### src/rtl/bpm_pkg.sv
// Shared types for the bi-phase mark decoder.
package bpm_pkg;

    // Classification of one detected line transition while locked.
    typedef enum logic [1:0] {
        EDGE_NONE = 2'd0,
        EDGE_LEAD = 2'd1,
        EDGE_MID  = 2'd2,
        EDGE_BAD  = 2'd3
    } edge_cls_t;

endpackage

### src/rtl/bpm_edge_sync.sv
// Two-flop synchroniser for the asynchronous encoded line, followed by a
// third flop so that a transition is detected by comparing successive
// samples. Assumes the line is already a clean digital signal.
module bpm_edge_sync (
    input  logic clk,
    input  logic rst_n,
    input  logic line_i,
    output logic tr_o
);

    logic [2:0] smp_q;

    // Shift the line through the synchroniser and history flops.
    always_ff @(posedge clk) begin
        if (!rst_n) smp_q <= 3'b000;
        else        smp_q <= {smp_q[1:0], line_i};
    end

    // A transition is a difference between the two newest settled samples.
    assign tr_o = smp_q[1] ^ smp_q[2];

endmodule

### src/rtl/bpm_phase_track.sv
// Phase tracker. While unlocked, it measures the spacing of transitions and
// locks after LOCK_RUN consecutive one-period intervals (OSR +-1 samples).
// While locked, a phase counter counts samples since the last leading edge,
// re-aligns on every leading transition and classifies each transition.
// Lock is dropped after MISS_LIMIT consecutive periods without a leading
// edge. Assumes OSR is even and at least 8, so that the windows are disjoint.
module bpm_phase_track
    import bpm_pkg::*;
#(
    parameter int OSR        = 8,
    parameter int LOCK_RUN   = 8,
    parameter int MISS_LIMIT = 2
) (
    input  logic                        clk,
    input  logic                        rst_n,
    input  logic                        tr_i,
    output logic [$clog2(2*OSR)-1:0]    phase_o,
    output logic                        lock_o,
    output logic                        tick_o,
    output edge_cls_t                   cls_o
);

    localparam int PW = $clog2(2*OSR);
    localparam int RW = $clog2(LOCK_RUN + 1);
    localparam int MW = $clog2(MISS_LIMIT + 1);
    localparam logic [PW-1:0] PH_MAX  = PW'(2*OSR - 1);
    localparam logic [PW-1:0] PH_LAST = PW'(OSR - 1);
    localparam logic [PW-1:0] PH_ONE  = PW'(1);
    localparam logic [PW-1:0] PH_TICK = PW'(2);
    localparam logic [PW-1:0] MID_LO  = PW'(OSR/2 - 1);
    localparam logic [PW-1:0] MID_HI  = PW'(OSR/2 + 1);
    localparam logic [PW-1:0] PER_LO  = PW'(OSR - 1);
    localparam logic [PW-1:0] PER_HI  = PW'(OSR + 1);
    localparam logic [RW-1:0] RUN_END = RW'(LOCK_RUN - 1);
    localparam logic [MW-1:0] MISS_END = MW'(MISS_LIMIT - 1);

    logic [PW-1:0] ph_q;
    logic          lk_q;
    logic [RW-1:0] run_q;
    logic [MW-1:0] miss_q;
    logic          lead_seen_q;
    logic          near_lead, near_mid, near_period, tick;

    // Window decode of the current phase.
    always_comb begin
        near_lead   = (ph_q == PH_LAST) || (ph_q == '0) || (ph_q == PH_ONE);
        near_mid    = (ph_q >= MID_LO) && (ph_q <= MID_HI);
        near_period = (ph_q >= PER_LO) && (ph_q <= PER_HI);
        tick        = lk_q && (ph_q == PH_TICK);
    end

    // Classify a transition seen while locked.
    always_comb begin
        cls_o = EDGE_NONE;
        if (lk_q && tr_i) begin
            if (near_lead)     cls_o = EDGE_LEAD;
            else if (near_mid) cls_o = EDGE_MID;
            else               cls_o = EDGE_BAD;
        end
    end

    // Acquisition, phase tracking and lock-loss state.
    always_ff @(posedge clk) begin
        if (!rst_n) begin
            ph_q        <= PH_MAX;
            lk_q        <= 1'b0;
            run_q       <= '0;
            miss_q      <= '0;
            lead_seen_q <= 1'b0;
        end else if (!lk_q) begin
            if (tr_i) begin
                ph_q <= PH_ONE;
                if (near_period) begin
                    if (run_q == RUN_END) begin
                        lk_q        <= 1'b1;
                        run_q       <= '0;
                        miss_q      <= '0;
                        lead_seen_q <= 1'b1;
                    end else begin
                        run_q <= run_q + 1'b1;
                    end
                end else begin
                    run_q <= '0;
                end
            end else if (ph_q != PH_MAX) begin
                ph_q <= ph_q + 1'b1;
            end
        end else begin
            if (tr_i && near_lead)  ph_q <= PH_ONE;
            else if (ph_q == PH_LAST) ph_q <= '0;
            else                    ph_q <= ph_q + 1'b1;

            if (tr_i && near_lead) lead_seen_q <= 1'b1;
            else if (tick)         lead_seen_q <= 1'b0;

            if (tick) begin
                if (lead_seen_q) begin
                    miss_q <= '0;
                end else if (miss_q == MISS_END) begin
                    lk_q   <= 1'b0;
                    miss_q <= '0;
                    run_q  <= '0;
                end else begin
                    miss_q <= miss_q + 1'b1;
                end
            end
        end
    end

    assign phase_o = ph_q;
    assign lock_o  = lk_q;
    assign tick_o  = tick;

    // lock can only be gained on a detected transition.
    assert_lock_on_edge_R2: assert property (@(posedge clk) disable iff (!rst_n)
        $rose(lk_q) |-> $past(tr_i));

    // while locked the phase stays inside one bit period.
    assert_phase_bound_R5: assert property (@(posedge clk) disable iff (!rst_n)
        lk_q |-> (ph_q <= PH_LAST));

    // lock is only released at the bit-boundary check.
    assert_drop_at_tick_R6: assert property (@(posedge clk) disable iff (!rst_n)
        $fell(lk_q) |-> ($past(ph_q) == PH_TICK));

    // a period with a leading edge never loses lock.
    assert_keep_with_lead_R6: assert property (@(posedge clk) disable iff (!rst_n)
        (lk_q && tick && lead_seen_q) |=> lk_q);

endmodule

### src/rtl/bpm_bit_slicer.sv
// Bit slicer. It remembers whether a mid-period transition was seen in the
// current bit, publishes that bit with a one-cycle strobe at each bit-boundary
// tick, and flags and counts misplaced transitions. Assumes the class and
// tick inputs come from the phase tracker.
module bpm_bit_slicer
    import bpm_pkg::*;
#(
    parameter int ERR_W = 8
) (
    input  logic             clk,
    input  logic             rst_n,
    input  edge_cls_t        cls_i,
    input  logic             tick_i,
    output logic             bit_data_o,
    output logic             bit_valid_o,
    output logic             code_err_o,
    output logic [ERR_W-1:0] err_count_o
);

    logic mid_seen_q;

    // Track the mid-period transition and publish the bit at each tick.
    always_ff @(posedge clk) begin
        if (!rst_n) begin
            mid_seen_q  <= 1'b0;
            bit_data_o  <= 1'b0;
            bit_valid_o <= 1'b0;
        end else begin
            bit_valid_o <= tick_i;
            if (tick_i) begin
                bit_data_o <= mid_seen_q;
                mid_seen_q <= 1'b0;
            end else if (cls_i == EDGE_MID) begin
                mid_seen_q <= 1'b1;
            end
        end
    end

    // Flag and count misplaced transitions, saturating at all ones.
    always_ff @(posedge clk) begin
        if (!rst_n) begin
            code_err_o  <= 1'b0;
            err_count_o <= '0;
        end else begin
            code_err_o <= (cls_i == EDGE_BAD);
            if ((cls_i == EDGE_BAD) && (err_count_o != '1))
                err_count_o <= err_count_o + 1'b1;
        end
    end

    // the strobe never lasts longer than one cycle.
    assert_valid_single_R4: assert property (@(posedge clk) disable iff (!rst_n)
        bit_valid_o |=> !bit_valid_o);

    // each flagged violation advances the count by one or holds it at saturation.
    assert_err_step_R7: assert property (@(posedge clk) disable iff (!rst_n)
        code_err_o |-> ((err_count_o == $past(err_count_o) + 1'b1) || (&err_count_o)));

    // without a flag the count does not move.
    assert_err_quiet_R7: assert property (@(posedge clk) disable iff (!rst_n)
        !code_err_o |-> $stable(err_count_o));

endmodule

### src/rtl/bpm_decoder.sv
// Bi-phase mark clock and command decoder top level. It chains the line
// synchroniser, the phase tracker and the bit slicer, and derives the
// recovered bit clock from the tracker phase. Assumes clk runs at OSR times
// the bit rate and that line_i is a digital line.
module bpm_decoder #(
    parameter int OSR        = 8,
    parameter int LOCK_RUN   = 8,
    parameter int MISS_LIMIT = 2,
    parameter int ERR_W      = 8
) (
    input  logic             clk,
    input  logic             rst_n,
    input  logic             line_i,
    output logic             rclk_o,
    output logic             bit_data_o,
    output logic             bit_valid_o,
    output logic             lock_o,
    output logic             code_err_o,
    output logic [ERR_W-1:0] err_count_o
);

    localparam int PW = $clog2(2*OSR);
    localparam logic [PW-1:0] PH_HALF = PW'(OSR/2);

    logic                 tr;
    logic [PW-1:0]        phase;
    logic                 locked;
    logic                 tick;
    bpm_pkg::edge_cls_t   cls;

    bpm_edge_sync u_sync (
        .clk    (clk),
        .rst_n  (rst_n),
        .line_i (line_i),
        .tr_o   (tr)
    );

    bpm_phase_track #(
        .OSR        (OSR),
        .LOCK_RUN   (LOCK_RUN),
        .MISS_LIMIT (MISS_LIMIT)
    ) u_track (
        .clk     (clk),
        .rst_n   (rst_n),
        .tr_i    (tr),
        .phase_o (phase),
        .lock_o  (locked),
        .tick_o  (tick),
        .cls_o   (cls)
    );

    bpm_bit_slicer #(
        .ERR_W (ERR_W)
    ) u_slice (
        .clk         (clk),
        .rst_n       (rst_n),
        .cls_i       (cls),
        .tick_i      (tick),
        .bit_data_o  (bit_data_o),
        .bit_valid_o (bit_valid_o),
        .code_err_o  (code_err_o),
        .err_count_o (err_count_o)
    );

    // Recovered clock: high for the first half of each locked period.
    assign rclk_o = locked && (phase < PH_HALF);
    assign lock_o = locked;

    // strobes come only from a locked decoder.
    assert_valid_locked_R4: assert property (@(posedge clk) disable iff (!rst_n)
        bit_valid_o |-> $past(locked));

    // a violation is only flagged while locked.
    assert_err_locked_R7: assert property (@(posedge clk) disable iff (!rst_n)
        code_err_o |-> $past(locked));

endmodule

### config.mk
export PLATFORM = sky130hd
export DESIGN_NAME = bpm_decoder
export DESIGN_NICKNAME = d
export VERILOG_FILES = /design/src/rtl/bpm_pkg.sv /design/src/rtl/bpm_edge_sync.sv /design/src/rtl/bpm_phase_track.sv /design/src/rtl/bpm_bit_slicer.sv /design/src/rtl/bpm_decoder.sv
export SDC_FILE = /design/constraint.sdc
export NUM_CORES = 1
export LEC_CHECK = 0
export BUFFER_PORTS_ARGS = -buffer_cell sky130_fd_sc_hd__buf_2
export CAP_MARGIN = 0
export CORE_MARGIN = 2
export CORE_UTILIZATION = 55
export DETAILED_ROUTE_END_ITERATION = 6
export PLACE_DENSITY = 0.76
export SLEW_MARGIN = 20
export SYNTH_ARGS = -nofsm -noshare
export SYNTH_HDL_FRONTEND = slang
export SYNTH_HIERARCHICAL = 1
export SYNTH_SLANG_ARGS = --single-unit
### constraint.sdc
create_clock -name clk -period 2.8 [get_ports clk]
set_clock_uncertainty 0.2 [all_clocks]
set_input_delay 0.42 -clock clk [delete_from_list [all_inputs] [get_ports clk]]
set_output_delay 0.42 -clock clk [all_outputs]
set_load 0.02 [all_outputs]
==> flow_metrics.py, run 1 <==
metrics = {
    "status": {
        "status": "finished clean",
    },
    "place": {
        "dp_hpwl_um": 2120,
        "dp_cells": 203,
        "portBuffers": 15,
        "globalplace.congestion": 0.754,
    },
    "final_layout": {
        "drive_gt1_share_pct": 20.3,
        "nets": 187,
        "fill_cells": 233,
        "area_growth_syn_to_layout_pct": 7.34,
        "diodes": 0,
        "finalNonFillerCells": 207,
    },
    "hold_path": {
        "whs_path_depth": 2,
        "min_to": "u_sync/smp_q[0]$_SDFF_PN0_",
        "hp-start": "line_i",
        "worstHoldPathType": "input port to flip-flop",
    },
    "clock_network": {
        "cts_hold_buf": 0,
        "postCtsSetupRepairBufs": 0,
        "clock_sinks": 27,
        "cts-root-buf": "clkbuf_4",
        "cts_htree_levels": 1,
        "clockBufferDepth": 2,
        "cts_resized": 0,
        "cts_tree": "yes",
        "clk_latency_ps": 320,
        "clk_pin_slew_ps": 150,
        "numCtsBuffers": 3,
    },
    "logic_synthesis": {
        "synth_seq_area_share_pct": 37.3,
        "synth_edf_count": 0,
        "postSynth.asyncResetShare_pct": 0,
        "yosysWarnings": 6,
        "syn_area_um2": 1450,
        "postSynthAreaPerCell_um2": 8.83,
        "synth_area_leaders": "dfxtp_1, ha_1, nand2_1, mux2i_1, a21oi_1",
        "post-synth-top-area-cell": "dfxtp_1",
        "synth_top_flop_cell": "dfxtp_1",
        "ys_ff_latch": 27,
        "syn-num-nets": 173,
        "ys_types": 54,
        "yosys.area.top_type_share_pct": 37.3,
        "synthCells": 164,
    },
    "timing": {
        "rsz0062_at_grt": "no",
        "hold_violations": 0,
        "setup_tns_ps": 0,
        "finalCritPeriodShare_pct": 85.6,
        "setup-violations-final": 0,
        "max_slew_margin_pct": 53.2,
        "worstMarginPinSlew_ps": 700,
        "max_freq_mhz": 417,
        "drv_slew": 0,
        "final.min_clock_period_ps": 2400,
    },
    "critical_path": {
        "cp.required_ps": 2870,
        "r2r_setup_slack_ps": 400,
        "arrival_ps": 2460,
        "end_kind": "flip-flop",
        "crit_fanout": 6,
        "rr_worst_depth": 8,
        "rr_endpoint": "u_slice/err_count_o[0]$_SDFFE_PN0P_",
        "path_class": "flip-flop to flip-flop",
        "timing.rr.start": "u_track/phase_o[0]$_SDFFE_PN1P_",
        "critPathLaunchType": "flip-flop",
    },
    "global_routing": {
        "grt_max_degree": 33,
        "antenna_found_initial": 0,
        "grt_pass1_wl_um": 5100,
        "overflow": 0,
        "grt_pass1_vias": 1189,
        "grt_usage_pct": 20.1,
    },
    "floorplan": {
        "coreArea_um2": 2480,
        "die_w_um": 55.3,
        "dieArea_um2": 3060,
        "die_h_um": 55.3,
        "rows": 18,
        "io_pins": 16,
        "initial_core_util_pct": 58.5,
    },
    "drt": {
        "firstDrtPassIters": 4,
        "routed_wl_um": 2930,
        "drt_iter0_markers": 48,
        "avgRoutedWirePerCell_um": 14.1,
        "viasPerCell": 5.97,
        "drcViolationCount": 0,
        "dr_total_vias": 1236,
        "antenna_left": 0,
    },
    "power_and_ir_drop": {
        "power.density_nw_per_um2": 620,
        "irDropWorstVdd_v": 0.000506,
        "power.leakage_nw": 0.622,
    },
    "run": {
        "maxCapViolations": 0,
    },
}
==> cells in the mapped netlist, drive strengths merged (2+ instances only) <==
library cell	count
dfxtp	27
nand2	17
nand3	10
a21oi	9
nor2	9
o21ai	8
and2	7
inv	7
ha	6
nand4	6
mux2i	5
nor3	5
a211oi	4
buf	4
o22ai	4
and4	3
nand2b	3
and3	2
clkbuf	2
nor2b	2
o211ai	2
xor2	2
==> cell type report <==
type,count,area [um2],area share [%]
clock buffers,3,22.5,1.45
flip-flops and latches,27,541,34.8
multi-input cells,124,848,54.5
well taps,30,37.5,2.41
repair buffers,15,75.1,4.83
inverters,7,26.3,1.69
clock inverters,1,5.00,0.322
==> routing by layer <==
metal  vias to the layer above  part of all wire (%)  track usage, %
met3                         2                   5.9            3.28
met2                        43                    47            32.0
li1                        625                     -               -
met4                         0                  0.41            7.32
met5                         -                     0               0
met1                       566                    47            27.5
==> where the power goes <==
group          total [mW]  switching [mW]  internal, mW
logic               0.307           0.160         0.147
clock network       0.169           0.116        0.0536
registers           0.487          0.0714         0.416
total               0.964           0.347         0.617
==> sequential cells by signal, indices dropped and copies added, names as in the netlist <==
signal               count
u_slice/err_count_o      8
u_slice/code_err_o       1
u_track/run_q            4
u_track/lock_o           1
u_slice/bit_data_o       1
u_track/phase_o          4
u_slice/bit_valid_o      1
u_slice/mid_seen_q       1
u_sync/smp_q             3
u_track/lead_seen_q      1
u_track/miss_q           2
==> per-stage QoR <==
step	instance area [um2]	setup slack, ps	hold WS (ps)	power (mW)	utilization, %
after global routing	1560	141	78.5	1.03	62.8
after floorplan	1450	706	206	0.758	-
final	1560	404	90.0	0.964	62.8
after CTS	1560	416	85.4	0.963	62.8
after detailed placement	1530	444	220	0.797	61.7
after global placement	1530	580	216	0.783	61.7
==> how the worst max path moves through the flow <==
stage,startpoint,endpoint,slack (ps),cells past startpoint
finish,u_track/phase_o[0]$_SDFFE_PN1P_,u_slice/err_count_o[0]$_SDFFE_PN0P_,400,8
global route,u_track/phase_o[0]$_SDFFE_PN1P_,u_slice/err_count_o[1]$_SDFFE_PN0P_,140,8
CTS,u_track/phase_o[0]$_SDFFE_PN1P_,u_slice/err_count_o[1]$_SDFFE_PN0P_,420,8
detailed placement,u_track/phase_o[0]$_SDFFE_PN1P_,u_slice/err_count_o[1]$_SDFFE_PN0P_,440,8
global placement,u_track/phase_o[0]$_SDFFE_PN1P_,u_slice/err_count_o[0]$_SDFFE_PN0P_,580,8
floorplan,u_track/phase_o[0]$_SDFFE_PN1P_,u_slice/err_count_o[0]$_SDFFE_PN0P_,710,8
==> logic make-up (layout without fill, tap and decap cells) <==
family	after synthesis	count (layout)	synth area share (%)
simple gates	73	73	30.8
xor+xnor	3	3	1.81
buf+inv	13	26	4.15
fa+ha+maj	6	6	5.18
mux	5	5	3.45
compound gates	37	37	17.3
flops	27	27	37.3
==> worst max-delay path: stages (launching register included) <==
cell and delay (ps):
dfxtp_1 450, inv_1 130, ha_1 250, nor3_2 220, or3_1 150, nor2b_1 270, nand2_1 190, a21oi_1 270
mux2i_1 210
==> cells in the final DEF (no fill, tap or decap), types with 2 or more instances in the layout <==
cell type and count:
inv_2 2, buf_2 15, nand3_1 9, inv_1 5
mux2i_1 5, nand2_1 16, a211oi_1 3, nand2b_1 3
o21ai_1 5, and2_2 2, o22ai_1 3, dfxtp_1 27
nor3_1 4, o21ai_0 3, nor2_1 9, a21oi_1 9
xor2_1 2, and2_1 5, ha_1 6, nand4_1 6
clkbuf_4 3, nor2b_1 2, o211ai_1 2
Note: power is estimated with default switching activity, not from simulation.
==> run 2: changes to the inputs <==
--- a/config.mk
+++ b/config.mk
@@ -9,6 +9,7 @@
 export CAP_MARGIN = 0
 export CORE_MARGIN = 2
 export CORE_UTILIZATION = 55
+export CTS_BUF_LIST = sky130_fd_sc_hd__clkbuf_8 sky130_fd_sc_hd__clkbuf_16
 export DETAILED_ROUTE_END_ITERATION = 6
 export PLACE_DENSITY = 0.76
 export SLEW_MARGIN = 20
==> flow_metrics.py, run 2 (synthesis gave the netlist of run 1 again) <==
metrics = {
    "global_routing": {
        "busiest_layer": "met2",
        "grt_max_degree": 33,
        "grt_usage_pct": 20.3,
        "grt_pass1_wl_um": 5100,
        "grt_pass1_vias": 1211,
        "gr-usage-met2_pct": 32.8,
        "grt_util_met1_pct": 26.8,
        "antenna_found_initial": 0,
        "overflow": 0,
        "grtUsageMet3_pct": 2.81,
    },
    "critical_path": {
        "timing.rr.start": "u_track/phase_o[0]$_SDFFE_PN1P_",
        "cp.required_ps": 2810,
        "critPathLaunchType": "flip-flop",
        "crit_fanout": 6,
        "path_class": "flip-flop to flip-flop",
        "arrival_ps": 2410,
        "worstSetupStartpoint": "u_track/phase_o[0]$_SDFFE_PN1P_",
        "end_kind": "flip-flop",
    },
    "floorplan": {
        "rows": 18,
        "initial_core_util_pct": 58.5,
        "dieArea_um2": 3060,
        "die_w_um": 55.3,
        "io_pins": 16,
        "die_h_um": 55.3,
        "coreArea_um2": 2480,
    },
    "final_layout": {
        "final_common_cell": "dfxtp_1",
        "diodes": 0,
        "nets": 187,
        "top_register": "u_slice/err_count_o",
        "final_cell_area_um2": 1570,
        "final_cell_mix": "dfxtp_1, nand2_1, buf_2",
        "drive_gt1_share_pct": 20.3,
        "largest_reg_flops": 8,
        "area_growth_syn_to_layout_pct": 8.64,
    },
    "timing": {
        "hold_violations": 0,
        "timing.final.ws_setup_ps": 398,
        "max_freq_mhz": 416,
        "setup_tns_ps": 0,
        "rsz0062_at_grt": "no",
        "setup-violations-final": 0,
        "final.min_clock_period_ps": 2400,
        "drv_slew": 0,
        "finalCritPeriodShare_pct": 85.8,
        "max_slew_margin_pct": 55.8,
        "worstMarginPinSlew_ps": 661,
    },
    "drt": {
        "viasPerCell": 6.10,
        "routed_wl_um": 2920,
        "drt_iter0_markers": 41,
        "firstDrtPassIters": 4,
        "avgRoutedWirePerCell_um": 14.1,
        "antenna_left": 0,
        "dr_total_vias": 1262,
        "drcViolationCount": 0,
    },
    "clock_network": {
        "cts_hold_buf": 0,
        "clockBufferDepth": 2,
        "clk_latency_ps": 270,
        "clock_sinks": 27,
        "cts_tree": "yes",
        "cts_resized": 0,
        "clk_pin_slew_ps": 90,
        "numCtsBuffers": 3,
        "postCtsSetupRepairBufs": 0,
        "cts_htree_levels": 1,
        "cts-root-buf": "clkbuf_8",
    },
    "place": {
        "globalplace.congestion": 0.754,
        "place_area_um2": 1530,
        "pre_cts_ws_ps": 444,
        "portBuffers": 15,
        "dp_hpwl_um": 2120,
    },
    "power_and_ir_drop": {
        "p_total_mw": 1.01,
        "irDropWorstVdd_v": 0.000513,
        "power.density_nw_per_um2": 644,
        "power.leakage_nw": 0.630,
    },
    "run": {
        "maxCapViolations": 0,
    },
    "hold_path": {
        "worstHoldPathType": "input port to flip-flop",
        "hp-start": "line_i",
    },
    "status": {
        "status": "finished clean",
    },
}
-- run 2: changes by cell type in the layout (fill, tap and decap cells not counted) --
cell | before | now
clkbuf_8 | 0 | 3
clkbuf_4 | 3 | 0
-- run 2: power by group --
part	internal (mW)	total (mW)	switching, mW	leakage [nW]
Sequential	0.415	0.486	0.0709	0.219
Combinational	0.147	0.307	0.160	0.385
Clock	0.0998	0.220	0.120	0.0255
Total	0.662	1.01	0.351	0.630
-- run 2: path summary, 6_finish.rpt --
kind	endpoint	slack, ps	cells past startpoint
max	u_slice/err_count_o[0]$_SDFFE_PN0P_	400	8
max reg2reg	u_slice/err_count_o[0]$_SDFFE_PN0P_	400	8
min	u_sync/smp_q[0]$_SDFF_PN0_	150	2
min reg2reg	u_sync/smp_q[1]$_SDFF_PN0_	240	1
-- run 2: final cells by class --
type | instances | area (um2)
Tap cell | 30 | 37.5
Multi-Input combinational cell | 124 | 848
Clock buffer | 3 | 41.3
Inverter | 7 | 26.3
Clock inverter | 1 | 5.00
Sequential cell | 27 | 541
Timing Repair Buffer | 15 | 75.1
Fill cell | 233 | 903
-- run 2: routing by layer --
| layer | vias to the layer above | wire length [um] | part of all wire, % |
|---|---|---|---|
| li1 | 629 | - | - |
| met1 | 591 | 1360 | 47 |
| met2 | 37 | 1370 | 47 |
| met3 | 5 | 136 | 4.7 |
| met4 | 0 | 45 | 1.5 |
| met5 | - | 0 | 0 |
-- run 2: critical path: stages (launching register included) --
cell     delay [ps]
dfxtp_1         430
inv_1           130
ha_1            250
nor3_2          220
or3_1           150
nor2b_1         270
nand2_1         190
a21oi_1         280
mux2i_1         220
-- run 2: metrics by stage --
stage / cells / util (%) / hold WS (ps)
after floorplan: 164 / - / 206
after global routing: 207 / 63.5 / 152
after CTS: 207 / 63.5 / 147
after detailed placement: 203 / 61.7 / 220
after global placement: 203 / 61.7 / 216
final: 207 / 63.5 / 148
